### src/rtl/ex_fwd_pkg.sv
package ex_fwd_pkg;

    typedef enum logic [1:0] {
        SRC_REGFILE = 2'b00,
        SRC_MEMWB   = 2'b01,
        SRC_EXMEM   = 2'b10
    } fwd_src_e;

    typedef enum logic {
        HZ_OPEN = 1'b0,
        HZ_HELD = 1'b1
    } hz_state_e;

    localparam int NUM_OPERANDS = 2;

endpackage

### src/rtl/ex_fwd_operand_sel.sv
module ex_fwd_operand_sel
    import ex_fwd_pkg::*;
#(
    parameter int RA_W = 5
) (
    input  logic [RA_W-1:0] src_reg,
    input  logic [RA_W-1:0] near_rd,
    input  logic            near_wr,
    input  logic [RA_W-1:0] far_rd,
    input  logic            far_wr,
    output fwd_src_e        sel
);
    localparam logic [RA_W-1:0] REG_ZERO = '0;

    logic near_hit;
    logic far_hit;

    // A producer qualifies only when it writes a real register that this operand reads.
    always_comb begin
        near_hit = near_wr && (near_rd != REG_ZERO) && (near_rd == src_reg);
        far_hit  = far_wr  && (far_rd  != REG_ZERO) && (far_rd  == src_reg);
    end

    // Younger producer (EX/MEM) takes priority over the older one (MEM/WB).
    always_comb begin
        if (near_hit) begin
            sel = SRC_EXMEM;
        end else if (far_hit) begin
            sel = SRC_MEMWB;
        end else begin
            sel = SRC_REGFILE;
        end
    end

endmodule

### src/rtl/ex_load_use_detect.sv
module ex_load_use_detect #(
    parameter int RA_W = 5
) (
    input  logic            load_in_ex,
    input  logic [RA_W-1:0] load_rd,
    input  logic [RA_W-1:0] next_rs,
    input  logic [RA_W-1:0] next_rt,
    output logic            hazard
);
    localparam logic [RA_W-1:0] REG_ZERO = '0;

    logic rs_dep;
    logic rt_dep;

    always_comb begin
        rs_dep = (load_rd == next_rs);
        rt_dep = (load_rd == next_rt);
        hazard = load_in_ex && (load_rd != REG_ZERO) && (rs_dep || rt_dep);
    end

endmodule

### src/rtl/ex_stall_ctrl.sv
module ex_stall_ctrl
    import ex_fwd_pkg::*;
(
    input  logic clk,
    input  logic rst_n,
    input  logic hazard,
    output logic stall
);
    hz_state_e state_q;
    hz_state_e state_d;

    // Next-state logic: OPEN -> HELD on a hazard, HELD -> OPEN always.
    always_comb begin
        state_d = state_q;
        unique case (state_q)
            HZ_OPEN: if (hazard) state_d = HZ_HELD;
            HZ_HELD: state_d = HZ_OPEN;
            default: state_d = HZ_OPEN;
        endcase
    end

    // State register.
    always_ff @(posedge clk or negedge rst_n) begin
        if (!rst_n) begin
            state_q <= HZ_OPEN;
        end else begin
            state_q <= state_d;
        end
    end

    // Output logic.
    always_comb begin
        stall = 1'b0;
        unique case (state_q)
            HZ_OPEN: stall = hazard && rst_n;
            HZ_HELD: stall = 1'b0;
            default: stall = 1'b0;
        endcase
    end

endmodule

### src/rtl/ex_fwd_unit.sv
module ex_fwd_unit
    import ex_fwd_pkg::*;
#(
    parameter int RA_W = 5
) (
    input  logic            clk,
    input  logic            rst_n,
    input  logic [RA_W-1:0] ifid_rs,
    input  logic [RA_W-1:0] ifid_rt,
    input  logic [RA_W-1:0] idex_rs,
    input  logic [RA_W-1:0] idex_rt,
    input  logic [RA_W-1:0] idex_rd,
    input  logic            idex_is_load,
    input  logic [RA_W-1:0] exmem_rd,
    input  logic            exmem_wr,
    input  logic [RA_W-1:0] memwb_rd,
    input  logic            memwb_wr,
    output logic [1:0]      fwd_a_sel,
    output logic [1:0]      fwd_b_sel,
    output logic            stall_req
);
    logic [RA_W-1:0] op_src [NUM_OPERANDS];
    fwd_src_e        op_sel [NUM_OPERANDS];
    logic            lu_hazard;

    always_comb begin
        op_src[0] = idex_rs;
        op_src[1] = idex_rt;
    end

    for (genvar g = 0; g < NUM_OPERANDS; g++) begin : g_operand
        ex_fwd_operand_sel #(.RA_W(RA_W)) u_sel (
            .src_reg (op_src[g]),
            .near_rd (exmem_rd),
            .near_wr (exmem_wr),
            .far_rd  (memwb_rd),
            .far_wr  (memwb_wr),
            .sel     (op_sel[g])
        );
    end

    assign fwd_a_sel = op_sel[0];
    assign fwd_b_sel = op_sel[1];

    ex_load_use_detect #(.RA_W(RA_W)) u_detect (
        .load_in_ex (idex_is_load),
        .load_rd    (idex_rd),
        .next_rs    (ifid_rs),
        .next_rt    (ifid_rt),
        .hazard     (lu_hazard)
    );

    ex_stall_ctrl u_ctrl (
        .clk    (clk),
        .rst_n  (rst_n),
        .hazard (lu_hazard),
        .stall  (stall_req)
    );

endmodule

### config.mk
export PLATFORM = sky130hd
export DESIGN_NAME = ex_fwd_unit
export DESIGN_NICKNAME = d
export VERILOG_FILES = /design/src/rtl/ex_fwd_pkg.sv /design/src/rtl/ex_fwd_operand_sel.sv /design/src/rtl/ex_load_use_detect.sv /design/src/rtl/ex_stall_ctrl.sv /design/src/rtl/ex_fwd_unit.sv
export SDC_FILE = /design/constraint.sdc
export NUM_CORES = 1
export LEC_CHECK = 0
export BUFFER_PORTS_ARGS = -buffer_cell sky130_fd_sc_hd__buf_2
export CORE_AREA = 2 2 42 44
export CTS_CLUSTER_DIAMETER = 50
export CTS_CLUSTER_SIZE = 24
export DETAILED_ROUTE_END_ITERATION = 10
export DIE_AREA = 0 0 44 46
export PLACE_DENSITY_LB_ADDON = 0.1
export SLEW_MARGIN = 20
export SYNTH_ARGS = -nofsm -noshare
export SYNTH_HDL_FRONTEND = slang
export SYNTH_SLANG_ARGS = --single-unit
### constraint.sdc
create_clock -name clk -period 1.6 [get_ports clk]
set_input_delay 0.32 -clock clk [delete_from_list [all_inputs] [get_ports clk]]
set_output_delay 0.32 -clock clk [all_outputs]
set_load 0.005 [all_outputs]
* Word-level counts from Yosys, hierarchy flattened
Index checks and enable logic that the tools add are counted.
Word-level totals: input bits 40, register bits after elaboration 1, output and inout bits 5
Cells by class: muxes and demuxes 7, equal/unequal tests 6, bitwise operators 1, reductions and logical operators 13
Operators with widths (count):
- $eq A5 B5 Y1 | 6
- $reduce_bool A5 Y1 | 3
- $logic_and A1 B1 Y1 | 9
- $mux W2 | 2
- $pmux W1 S2 | 2
- $mux W1 | 3
- $logic_or A1 B1 Y1 | 1
- $not A1 Y1 | 1

* Logic depth before layout (Yosys ltp)
Gate-level depths: netlist (run 1).
depth after elaboration 5, mapped depth 4, mapped depth without buffers 4

* Hierarchy
A second synthesis (run 1) with hierarchy kept.
Second synthesis, totals: cells, all modules 62, area, all modules 483.0 um2
By module, submodules not included:
- ex_fwd_operand_sel | sequential area each 0.0 um2, times used 2, cells an instance 21, area each 158.9 um2
- ex_load_use_detect | sequential area each 0.0 um2, times used 1, cells an instance 17, area each 125.1 um2
- ex_stall_ctrl | sequential area each 25.0 um2, times used 1, cells an instance 3, area each 40.0 um2

* Worst setup path after synthesis (run 1)
No wires, ideal clock.
kind input to output, start point input port exmem_rd[2], end point output port fwd_a_sel[0], buffers on the path 0, setup slack -0.066 ns, data arrival time 1.346 ns, cell stages on the path 4, path through or4_1 -> o21ai_2 -> nor4_1 -> nor4_2
Between the ends: word-level cells in the longest chain between the ends 4, elaborated cells between the ends (all ways) 5, those cells by class eq/ne (1); mux (1); reduce/logical (3)
RTL lines:
- from (decl) | RTL line ex_fwd_unit.sv:14 | input logic [RA_W-1:0] exmem_rd,
- $reduce_bool A5 Y1 | RTL line ex_fwd_operand_sel.sv:20 | near_hit = near_wr && (near_rd != REG_ZERO) && (near_rd == src_reg);
- $logic_and A1 B1 Y1 | RTL line ex_fwd_operand_sel.sv:20
- $logic_and A1 B1 Y1 (*) | RTL line ex_fwd_operand_sel.sv:20
- named net g_operand[0].u_sel.near_hit | RTL line ex_fwd_operand_sel.sv:15 | logic near_hit;
- $mux W2 (*) | RTL line ex_fwd_operand_sel.sv:26 | if (near_hit) begin
- to (decl) | RTL line ex_fwd_unit.sv:18 | output logic [1:0] fwd_a_sel,
Mark *: on every way through the listed nets, which the timed path passes. The rest lies on a longest branch.

* Worst setup path in the final report (run 1)
start point input port idex_rt[2], end point output port fwd_b_sel[0]
Between the ends: word-level cells in the longest chain between the ends 4, elaborated cells between the ends (all ways) 6, those cells by class eq/ne (2); mux (2); reduce/logical (2)
RTL lines:
- from (decl) | RTL line ex_fwd_unit.sv:11 | input logic [RA_W-1:0] idex_rt,
- $eq A5 B5 Y1 | RTL line ex_fwd_operand_sel.sv:21 | far_hit = far_wr && (far_rd != REG_ZERO) && (far_rd == src_reg);
- $logic_and A1 B1 Y1 | RTL line ex_fwd_operand_sel.sv:21
- $mux W1 | RTL line ex_fwd_operand_sel.sv:28 | end else if (far_hit) begin
- $mux W2 (*) | RTL line ex_fwd_operand_sel.sv:26
- to (decl) | RTL line ex_fwd_unit.sv:19 | output logic [1:0] fwd_b_sel,
Mark *: on every way between the ends. The rest lies on a longest branch, timed or not.

==> results.json, run 1 <==
{
  "largest_register_ff_count": 1,
  "max_clock_freq_mhz": 533.4,
  "peakVddDrop_mv": 0.1911,
  "wirelength_mm": 1.633,
  "hold_slack_ns": 0.1017,
  "fin_cells": 128,
  "yosys_warnings": 0,
  "crit_path_max_fanout": 2,
  "reg_to_reg_setup_timing_slack_ns": 0.83,
  "leakage_power_nw": 0.4569,
  "yosys.cell_types.count": 15,
  "crit_required_ns": 1.28,
  "tns_setup_ns": -0.8333,
  "route.detailed.wl_per_inst_um": 12.76,
  "critPathCaptureType": "primary output",
  "drv_slew": 0,
  "worst_slew_pin_slew_ns": 0.3913,
  "port_buffers": 44,
  "synth.ff_latch_count": 1,
  "syn-instance-count": 55,
  "area_delta_synth_final_pct": 113.6,
  "globalplace.congestion": 0.8088,
  "clock_network_latency_to_the_later_pin_of_the_worst_skew_pair_ns": 0,
  "setup_ws_ns": -0.2749,
  "pwr_density_cell_nw_per_um2": 271.2,
  "max_flop_register": "u_ctrl.state_q",
  "post-dp-hpwl_mm": 1.228,
  "stdcell_area_um2": 959.7,
  "grt_antenna_before_repair": 0,
  "placedCellCount": 126,
  "drcViolationCount": 0,
  "nets": 153,
  "dr.first_iter.drc_count": 0,
  "die_y_um": 46,
  "floorplan.die.width_um": 44,
  "run_status": "complete, but fails checks",
  "worst_setup_path_start_kind": "input port",
  "grtUsageTotal": 0.1478,
  "post_drt_via_cell_ratio": 4.750,
  "drtAntennaViolNets": 0,
  "ff2ff_path_depth": 1,
  "cts.reportedPaths.clkPinSlew_ns": 0,
  "top_regs": "u_ctrl.state_q: 1 flops",
  "globalRouteMet3Util": 0.007937,
  "grt_overflow_total": 0,
  "post-synth-top-area-cell": "sky130_fd_sc_hd__xor2_1",
  "synth_top_area_share": 0.4680,
  "first_pass_iters": 1,
  "maxSlewHeadroom": 0.7369,
  "routed-via-count": 608,
  "average_instance_area_after_synthesis_um2": 8.167,
  "arrival_ns": 1.55,
  "period_needed_ns": 1.875,
  "rsz0062_at_grt": "yes",
  "final_hold_violation_count": 0,
  "report.final.setup_viol": 4,
  "place_area_um2": 765.7,
  "dieArea_um2": 2024,
  "grt_start_max_net_pins": 4,
  "grt_most_used_layer": "met2",
  "grt_first_pass_wirelength_mm": 2.249,
  "post_route_cells_drive_above_1_share": 0.7027,
  "fill_cells": 140,
  "start_util": 0.2783,
  "design.core.area_um2": 1614,
  "pre_cts_ws_ns": -0.3265,
  "number_of_antenna_cells_inserted": 0,
  "first_global_vias": 549,
  "grt_util_met1": 0.1526,
  "path_class": "input port to primary output",
  "worst_r2r_end": "u_ctrl.state_q$_DFF_PN0_",
  "placementRows": 15,
  "mappedNetlistArea_um2": 449.2,
  "violations": "negative setup slack",
  "fin_worst_skew_ns": 0,
  "final.period_utilization": 1.172,
  "critical_path.reg2reg.startpoint": "u_ctrl.state_q$_DFF_PN0_",
  "worstHoldPathType": "input port to async pin",
  "synth-seq-area-share": 0.05571,
  "drv_cap": 0,
  "synth.top_cells.by_area": "sky130_fd_sc_hd__xor2_1 47%, sky130_fd_sc_hd__xnor2_1 12%, sky130_fd_sc_hd__or4_1 8.4%",
  "synth_nets": 95,
  "io_pins": 45,
  "grt_use_met2": 0.3235
}
## routing by layer
metal / up-vias / share of wire
met2: 26 / 0.62
met5: - / 0
met4: 0 / 0.024
li1: 304 / -
met1: 274 / 0.30
met3: 4 / 0.054
## cell usage in the layout (no fill, tap or decap)
| master | n |
|---|---|
| sky130_fd_sc_hd__a22oi_2 | 1 |
| sky130_fd_sc_hd__buf_2 | 34 |
| sky130_fd_sc_hd__buf_4 | 14 |
| sky130_fd_sc_hd__buf_6 | 9 |
| sky130_fd_sc_hd__buf_8 | 1 |
| sky130_fd_sc_hd__dfrtp_1 | 1 |
| sky130_fd_sc_hd__nand2_1 | 1 |
| sky130_fd_sc_hd__nand3_1 | 2 |
| sky130_fd_sc_hd__nor2_1 | 2 |
| sky130_fd_sc_hd__nor2_4 | 1 |
| sky130_fd_sc_hd__nor3_1 | 1 |
| sky130_fd_sc_hd__nor3_2 | 1 |
| sky130_fd_sc_hd__nor4_2 | 4 |
| sky130_fd_sc_hd__nor4_4 | 1 |
| sky130_fd_sc_hd__nor4b_1 | 1 |
| sky130_fd_sc_hd__o21ai_2 | 1 |
| sky130_fd_sc_hd__o21ai_4 | 1 |
| sky130_fd_sc_hd__or4_4 | 5 |
| sky130_fd_sc_hd__xnor2_1 | 3 |
| sky130_fd_sc_hd__xnor2_2 | 3 |
| sky130_fd_sc_hd__xor2_1 | 22 |
| sky130_fd_sc_hd__xor2_2 | 2 |
## cell usage after synthesis
cell and count:
sky130_fd_sc_hd__a22oi_1 1, sky130_fd_sc_hd__buf_4 2, sky130_fd_sc_hd__or4_1 5, sky130_fd_sc_hd__nor4_2 2, sky130_fd_sc_hd__o21ai_2 1, sky130_fd_sc_hd__xor2_1 24, sky130_fd_sc_hd__nor3_1 2, sky130_fd_sc_hd__xnor2_1 6
sky130_fd_sc_hd__nor4b_1 1, sky130_fd_sc_hd__nand2_1 1, sky130_fd_sc_hd__nor2_1 3, sky130_fd_sc_hd__nand3_1 2, sky130_fd_sc_hd__o21ai_1 1, sky130_fd_sc_hd__dfrtp_1 1, sky130_fd_sc_hd__nor4_1 3
## critical path: stages
cell,delay (ns)
sky130_fd_sc_hd__buf_2,0.12
sky130_fd_sc_hd__xor2_1,0.17
sky130_fd_sc_hd__or4_4,0.54
sky130_fd_sc_hd__nor4_2,0.26
sky130_fd_sc_hd__buf_2,0.14
## final cells by class
class | instances | area (um2) | area share
Sequential cell | 1 | 25.02 | 0.02608
Timing Repair Buffer | 58 | 391.6 | 0.4081
Multi-Input combinational cell | 52 | 521.8 | 0.5437
Tap cell | 17 | 21.27 | 0.02216
## worst max-delay path by stage
stage	start	to	slack, ns
2_1_floorplan	memwb_rd[3]	fwd_a_sel[0]	0.002
3_3_place_gp	memwb_rd[3]	fwd_b_sel[0]	-0.28
3_5_place_dp	memwb_rd[3]	fwd_b_sel[0]	-0.33
4_1_cts	exmem_rd[2]	fwd_a_sel[0]	-0.29
5_1_grt	memwb_rd[4]	fwd_a_sel[0]	-0.32
6_report	idex_rt[2]	fwd_b_sel[0]	-0.27
## metrics by stage
stage | total power, mW | utilization
3_3_place_gp | 0.2013 | 0.4744
5_1_grt | 0.2777 | 0.5946
6_report | 0.2603 | 0.5946
3_5_place_dp | 0.2019 | 0.4744
4_1_cts | 0.2292 | 0.5364
2_1_floorplan | 0.09734 | -
## kinds of logic after synthesis
| family | synth area share |
|---|---|
| buf+inv | 0.03342 |
| compound gates | 0.04735 |
| flops | 0.05570 |
| simple gates | 0.2786 |
| xor+xnor | 0.5850 |
## what timing repair did
item,in CTS,in global routing
gates resized for setup,19,19
buffers inserted,2,1
hold buffers,0,0
setup endpoints to repair,5,5
pin swaps,10,6
## power breakdown
group,switching [mW],total [mW],internal (mW)
Sequential,0.000534,0.0271,0.0266
Clock,0,0,0
Combinational,0.103,0.233,0.130
Power figures use the tool's default switching activity.
==> inputs of run 2 (changes only) <==
- CORE_AREA: 2 2 42 44 -> 2 2 46 48
- DIE_AREA: 0 0 44 46 -> 0 0 48 50
- clock period: 1.6 -> 2.4 ns (I/O delays scaled with it)
==> run 2 against run 1 <==
  * The run now ends clean
  * Power shrank 54%
  * Global-route usage shrank 5.0 points
  * Setup slack gained 0.41 ns
  * Critical endpoint unchanged
  * First-iteration DRC count grew 4
  * Clock skew is the same
  * Critical path type unchanged
  * Sequential power shrank 33%
  * Sequential cell count is the same
  * Cell count shrank 3.1%
  * Register-to-register slack gained 0.83 ns
  * Worst hold slack gained 0.16 ns
  * Die area grew 19%
==> results.json, run 2 (synthesized netlist as in run 1, its figures left out) <==
{
  "rsz0062_at_grt": "no",
  "worstHoldPathType": "input port to async pin",
  "clock_network_latency_to_the_later_pin_of_the_worst_skew_pair_ns": 0,
  "combined_area_of_the_multi_input_logic_cells_um2": 409.1,
  "nets": 139,
  "grt_first_pass_wirelength_mm": 1.876,
  "peakVddDrop_mv": 0.07908,
  "floorplan.die.width_um": 48,
  "io_pins": 45,
  "post_route_cells_drive_above_1_share": 0.4845,
  "largest_register_ff_count": 1,
  "number_of_antenna_cells_inserted": 0,
  "wirelength_mm": 1.268,
  "tns_setup_ns": 0,
  "critical_path.reg2reg.startpoint": "u_ctrl.state_q$_DFF_PN0_",
  "cts.repair_timing.setup_buffer_count": 0,
  "grt_start_max_net_pins": 4,
  "post-dp-hpwl_mm": 1.236,
  "critPathCaptureType": "primary output",
  "arrival_ns": 1.78,
  "reg_to_reg_setup_timing_slack_ns": 1.66,
  "max_flop_register": "u_ctrl.state_q",
  "cts_hold_buf": 0,
  "register_area_um2": 25.02,
  "crit_path_max_fanout": 3,
  "report.final.setup_viol": 0,
  "port_buffers": 44,
  "cts.reportedPaths.clkPinSlew_ns": 0,
  "design.core.area_um2": 1902,
  "area_delta_synth_final_pct": 53.20,
  "period_needed_ns": 2.260,
  "grtUsageTotal": 0.09798,
  "worst_setup_path_start_kind": "input port",
  "cp-startpoint": "exmem_rd[2]",
  "grt_antenna_before_repair": 0,
  "die_y_um": 50,
  "first_global_vias": 483,
  "route.detailed.wl_per_inst_um": 10.23,
  "leading_cell_types_in_the_layout_fill_and_taps_excluded": "44 x sky130_fd_sc_hd__buf_2, 24 x sky130_fd_sc_hd__xor2_1, 6 x sky130_fd_sc_hd__xnor2_1, 5 x sky130_fd_sc_hd__or4_1",
  "maxSlewHeadroom": 0.6892,
  "path_class": "input port to primary output",
  "drv_slew": 0,
  "placementRows": 16,
  "post_drt_via_cell_ratio": 4.290,
  "fill_cells": 214,
  "final_hold_violation_count": 0,
  "run_status": "finished, final reports clean",
  "crit_required_ns": 1.92,
  "grt_overflow_total": 0,
  "top_regs": "u_ctrl.state_q: 1 flops",
  "first_pass_iters": 2,
  "ctsResizeCount": 0,
  "routed-via-count": 532,
  "most_common_cell_after_layout_fill_and_taps_aside": "sky130_fd_sc_hd__buf_2",
  "setup_ws_ns": 0.1396,
  "globalplace.congestion": 0.7316,
  "pwr_density_cell_nw_per_um2": 172.5,
  "fin_worst_skew_ns": 0,
  "dr.first_iter.drc_count": 4,
  "drv_cap": 0,
  "dieArea_um2": 2400,
  "worst_slew_pin_slew_ns": 0.4620,
  "leakage_power_nw": 0.3345,
  "drtAntennaViolNets": 0,
  "start_util": 0.2362,
  "drcViolationCount": 0,
  "final.period_utilization": 0.9418,
  "max_clock_freq_mhz": 442.4,
  "pre_cts_ws_ns": 0.1371
}
run 2: changes by cell type in the layout (fill, tap and decap cells not counted), sizes merged:
| cell | previous run | this run |
|---|---|---|
| buf | 58 | 44 |
run 2: layer usage:
layer	global-route usage	vias to the layer above	share of wire
met1	0.1373	233	0.43
met2	0.1711	21	0.49
met5	0	-	0
li1	-	278	-
met4	0	0	0
met3	0.003663	0	0.076
run 2: critical path: stages:
cell	delay [ns]
sky130_fd_sc_hd__buf_2	0.12
sky130_fd_sc_hd__or4_1	0.53
sky130_fd_sc_hd__o21ai_2	0.14
sky130_fd_sc_hd__nor4_1	0.09
sky130_fd_sc_hd__nor4_2	0.26
sky130_fd_sc_hd__buf_2	0.15
run 2: metrics by stage:
step / power (mW) / utilization / hold WS [ns] / instance area [um2] / std cells
2_1_floorplan: 0.06471 / - / 0.1844 / 449.2 / 55
4_1_cts: 0.1207 / 0.3618 / 0.2644 / 688.2 / 124
3_5_place_dp: 0.1203 / 0.3618 / 0.2640 / 688.2 / 124
5_1_grt: 0.1303 / 0.3618 / 0.2661 / 688.2 / 124
3_3_place_gp: 0.1207 / 0.3618 / 0.2632 / 688.2 / 124
6_report: 0.1187 / 0.3618 / 0.2636 / 688.2 / 124
run 2: area by class of cell:
type	instances	share of cell area
multi-input cells	52	0.5945
well taps	27	0.04909
repair buffers	44	0.3200
flip-flops and latches	1	0.03636
run 2: path summary, 6_finish.rpt:
| kind | endpoint | cells after the start |
|---|---|---|
| max in group asynchronous | u_ctrl.state_q$_DFF_PN0_ | 1 |
| max | fwd_b_sel[0] | 6 |
| min | u_ctrl.state_q$_DFF_PN0_ | 1 |
| max reg2reg | u_ctrl.state_q$_DFF_PN0_ | 1 |
| min reg2reg | u_ctrl.state_q$_DFF_PN0_ | 1 |
| min in group clk | u_ctrl.state_q$_DFF_PN0_ | 1 |
run 2: report_power, final:
group	switching [mW]	total, mW	internal (mW)
Clock	0	0	0
Sequential	0.000314	0.0181	0.0177
Combinational	0.0477	0.101	0.0530
==> inputs of run 3 (changes only) <==
- PLACE_DENSITY_LB_ADDON: 0.1 -> default
==> run 3 against run 2 <==
  * Global-route usage fell by 0.62 points
  * Fmax decreased by 0.35%
  * Combinational power barely moved
  * Largest cell class unchanged
  * Clock skew is the same
  * Sequential share of layout area did not move
  * Power grew 1.1%
  * First-iteration DRC count is 75% higher
  * Worst hold slack worse by 0.0020 ns
  * Cell count did not move
  * Wire length increased by 1.1%
  * Final area unchanged
  * Register-to-register slack barely moved
==> results.json, run 3 (synthesized netlist as in run 1, its figures left out) <==
{
  "routed-via-count": 554,
  "cts.reportedPaths.clkPinSlew_ns": 0,
  "clock_network_latency_to_the_later_pin_of_the_worst_skew_pair_ns": 0,
  "critPathCaptureType": "primary output",
  "post_drt_via_cell_ratio": 4.468,
  "tns_setup_ns": 0,
  "arrival_ns": 1.79,
  "peakVddDrop_mv": 0.09414,
  "final.period_utilization": 0.9452,
  "start_util": 0.2362,
  "grt_overflow_total": 0,
  "post-dp-hpwl_mm": 1.202,
  "wirelength_mm": 1.282,
  "dieArea_um2": 2400,
  "design.core.area_um2": 1902,
  "path_class": "input port to primary output",
  "io_pins": 45,
  "number_of_antenna_cells_inserted": 0,
  "worst_setup_path_start_kind": "input port",
  "final_hold_violation_count": 0,
  "leading_cell_types_in_the_layout_fill_and_taps_excluded": "44 x sky130_fd_sc_hd__buf_2, 24 x sky130_fd_sc_hd__xor2_1, 6 x sky130_fd_sc_hd__xnor2_1, 5 x sky130_fd_sc_hd__or4_1",
  "largest_register_ff_count": 1,
  "top_regs": "u_ctrl.state_q: 1 flops",
  "placementRows": 16,
  "drtAntennaViolNets": 0,
  "worstHoldPathType": "input port to async pin",
  "fin_total_pwr_mw": 0.1200,
  "ctsResizeCount": 0,
  "cts.repair_timing.setup_buffer_count": 0,
  "nets": 139,
  "grt_first_pass_wirelength_mm": 1.676,
  "die_y_um": 50,
  "dr.first_iter.drc_count": 7,
  "grt_start_max_net_pins": 4,
  "post_route_cells_drive_above_1_share": 0.4845,
  "period_needed_ns": 2.268,
  "first_global_vias": 475,
  "crit_required_ns": 1.92,
  "leakage_power_nw": 0.3345,
  "max_clock_freq_mhz": 440.8,
  "most_common_cell_after_layout_fill_and_taps_aside": "sky130_fd_sc_hd__buf_2",
  "max_flop_register": "u_ctrl.state_q",
  "grt_antenna_before_repair": 0,
  "hold_slack_ns": 0.2616,
  "drv_cap": 0,
  "run_status": "finished, final reports clean",
  "port_buffers": 44,
  "rsz0062_at_grt": "no",
  "route.detailed.wl_per_inst_um": 10.34,
  "report.final.setup_viol": 0,
  "worst_slew_pin_slew_ns": 0.4536,
  "fin_worst_skew_ns": 0,
  "cts_hold_buf": 0,
  "first_pass_iters": 4,
  "pwr_density_cell_nw_per_um2": 174.4,
  "area_delta_synth_final_pct": 53.20,
  "drv_slew": 0,
  "maxSlewHeadroom": 0.6948,
  "globalplace.congestion": 0.6506,
  "grtUsageTotal": 0.09179,
  "drcViolationCount": 0,
  "crit_path_max_fanout": 3,
  "floorplan.die.width_um": 48
}
run 3: cell counts in the layout (fill, tap and decap cells not counted):
No cell type changed its count.
run 3: power by group:
| group | internal, mW | switching [mW] | total, mW |
|---|---|---|---|
| Sequential | 0.0177 | 0.000259 | 0.0180 |
| Combinational | 0.0530 | 0.0490 | 0.102 |
| Clock | 0 | 0 | 0 |
run 3: worst paths after layout:
| check | slack, ns | start | depth (start not counted) | to |
|---|---|---|---|---|
| max | 0.13 | exmem_rd[2] | 6 | fwd_a_sel[0] |
| min | 0.26 | rst_n | 1 | u_ctrl.state_q$_DFF_PN0_ |
| max reg2reg | 1.65 | u_ctrl.state_q$_DFF_PN0_ | 1 | u_ctrl.state_q$_DFF_PN0_ |
| min reg2reg | 0.42 | u_ctrl.state_q$_DFF_PN0_ | 1 | u_ctrl.state_q$_DFF_PN0_ |
| max in group asynchronous | 2.05 | rst_n | 1 | u_ctrl.state_q$_DFF_PN0_ |
| min in group clk | 0.42 | u_ctrl.state_q$_DFF_PN0_ | 1 | u_ctrl.state_q$_DFF_PN0_ |
run 3: cell type report:
type | count | area (um2)
Fill cell | 196 | 1214
Multi-Input combinational cell | 52 | 409.1
Sequential cell | 1 | 25.02
Tap cell | 27 | 33.78
Timing Repair Buffer | 44 | 220.2
run 3: critical path, stage by stage:
cell	delay, ns
sky130_fd_sc_hd__buf_2	0.12
sky130_fd_sc_hd__or4_1	0.53
sky130_fd_sc_hd__o21ai_2	0.14
sky130_fd_sc_hd__nor4_1	0.09
sky130_fd_sc_hd__nor4_2	0.27
sky130_fd_sc_hd__buf_2	0.15
run 3: per-stage QoR:
stage	area, um2	cells	utilization	setup WS, ns
final	688.2	124	0.3618	0.1316
after global routing	688.2	124	0.3618	0.05693
after CTS	688.2	124	0.3618	0.1243
after detailed placement	688.2	124	0.3618	0.1196
after global placement	688.2	124	0.3618	0.1720
after floorplan	449.2	55	-	0.4138
run 3: metal layers:
layer,track usage,share of wire
met5,0,0
met4,0,0
met3,0.003663,0.12
met2,0.2244,0.53
met1,0.06550,0.35
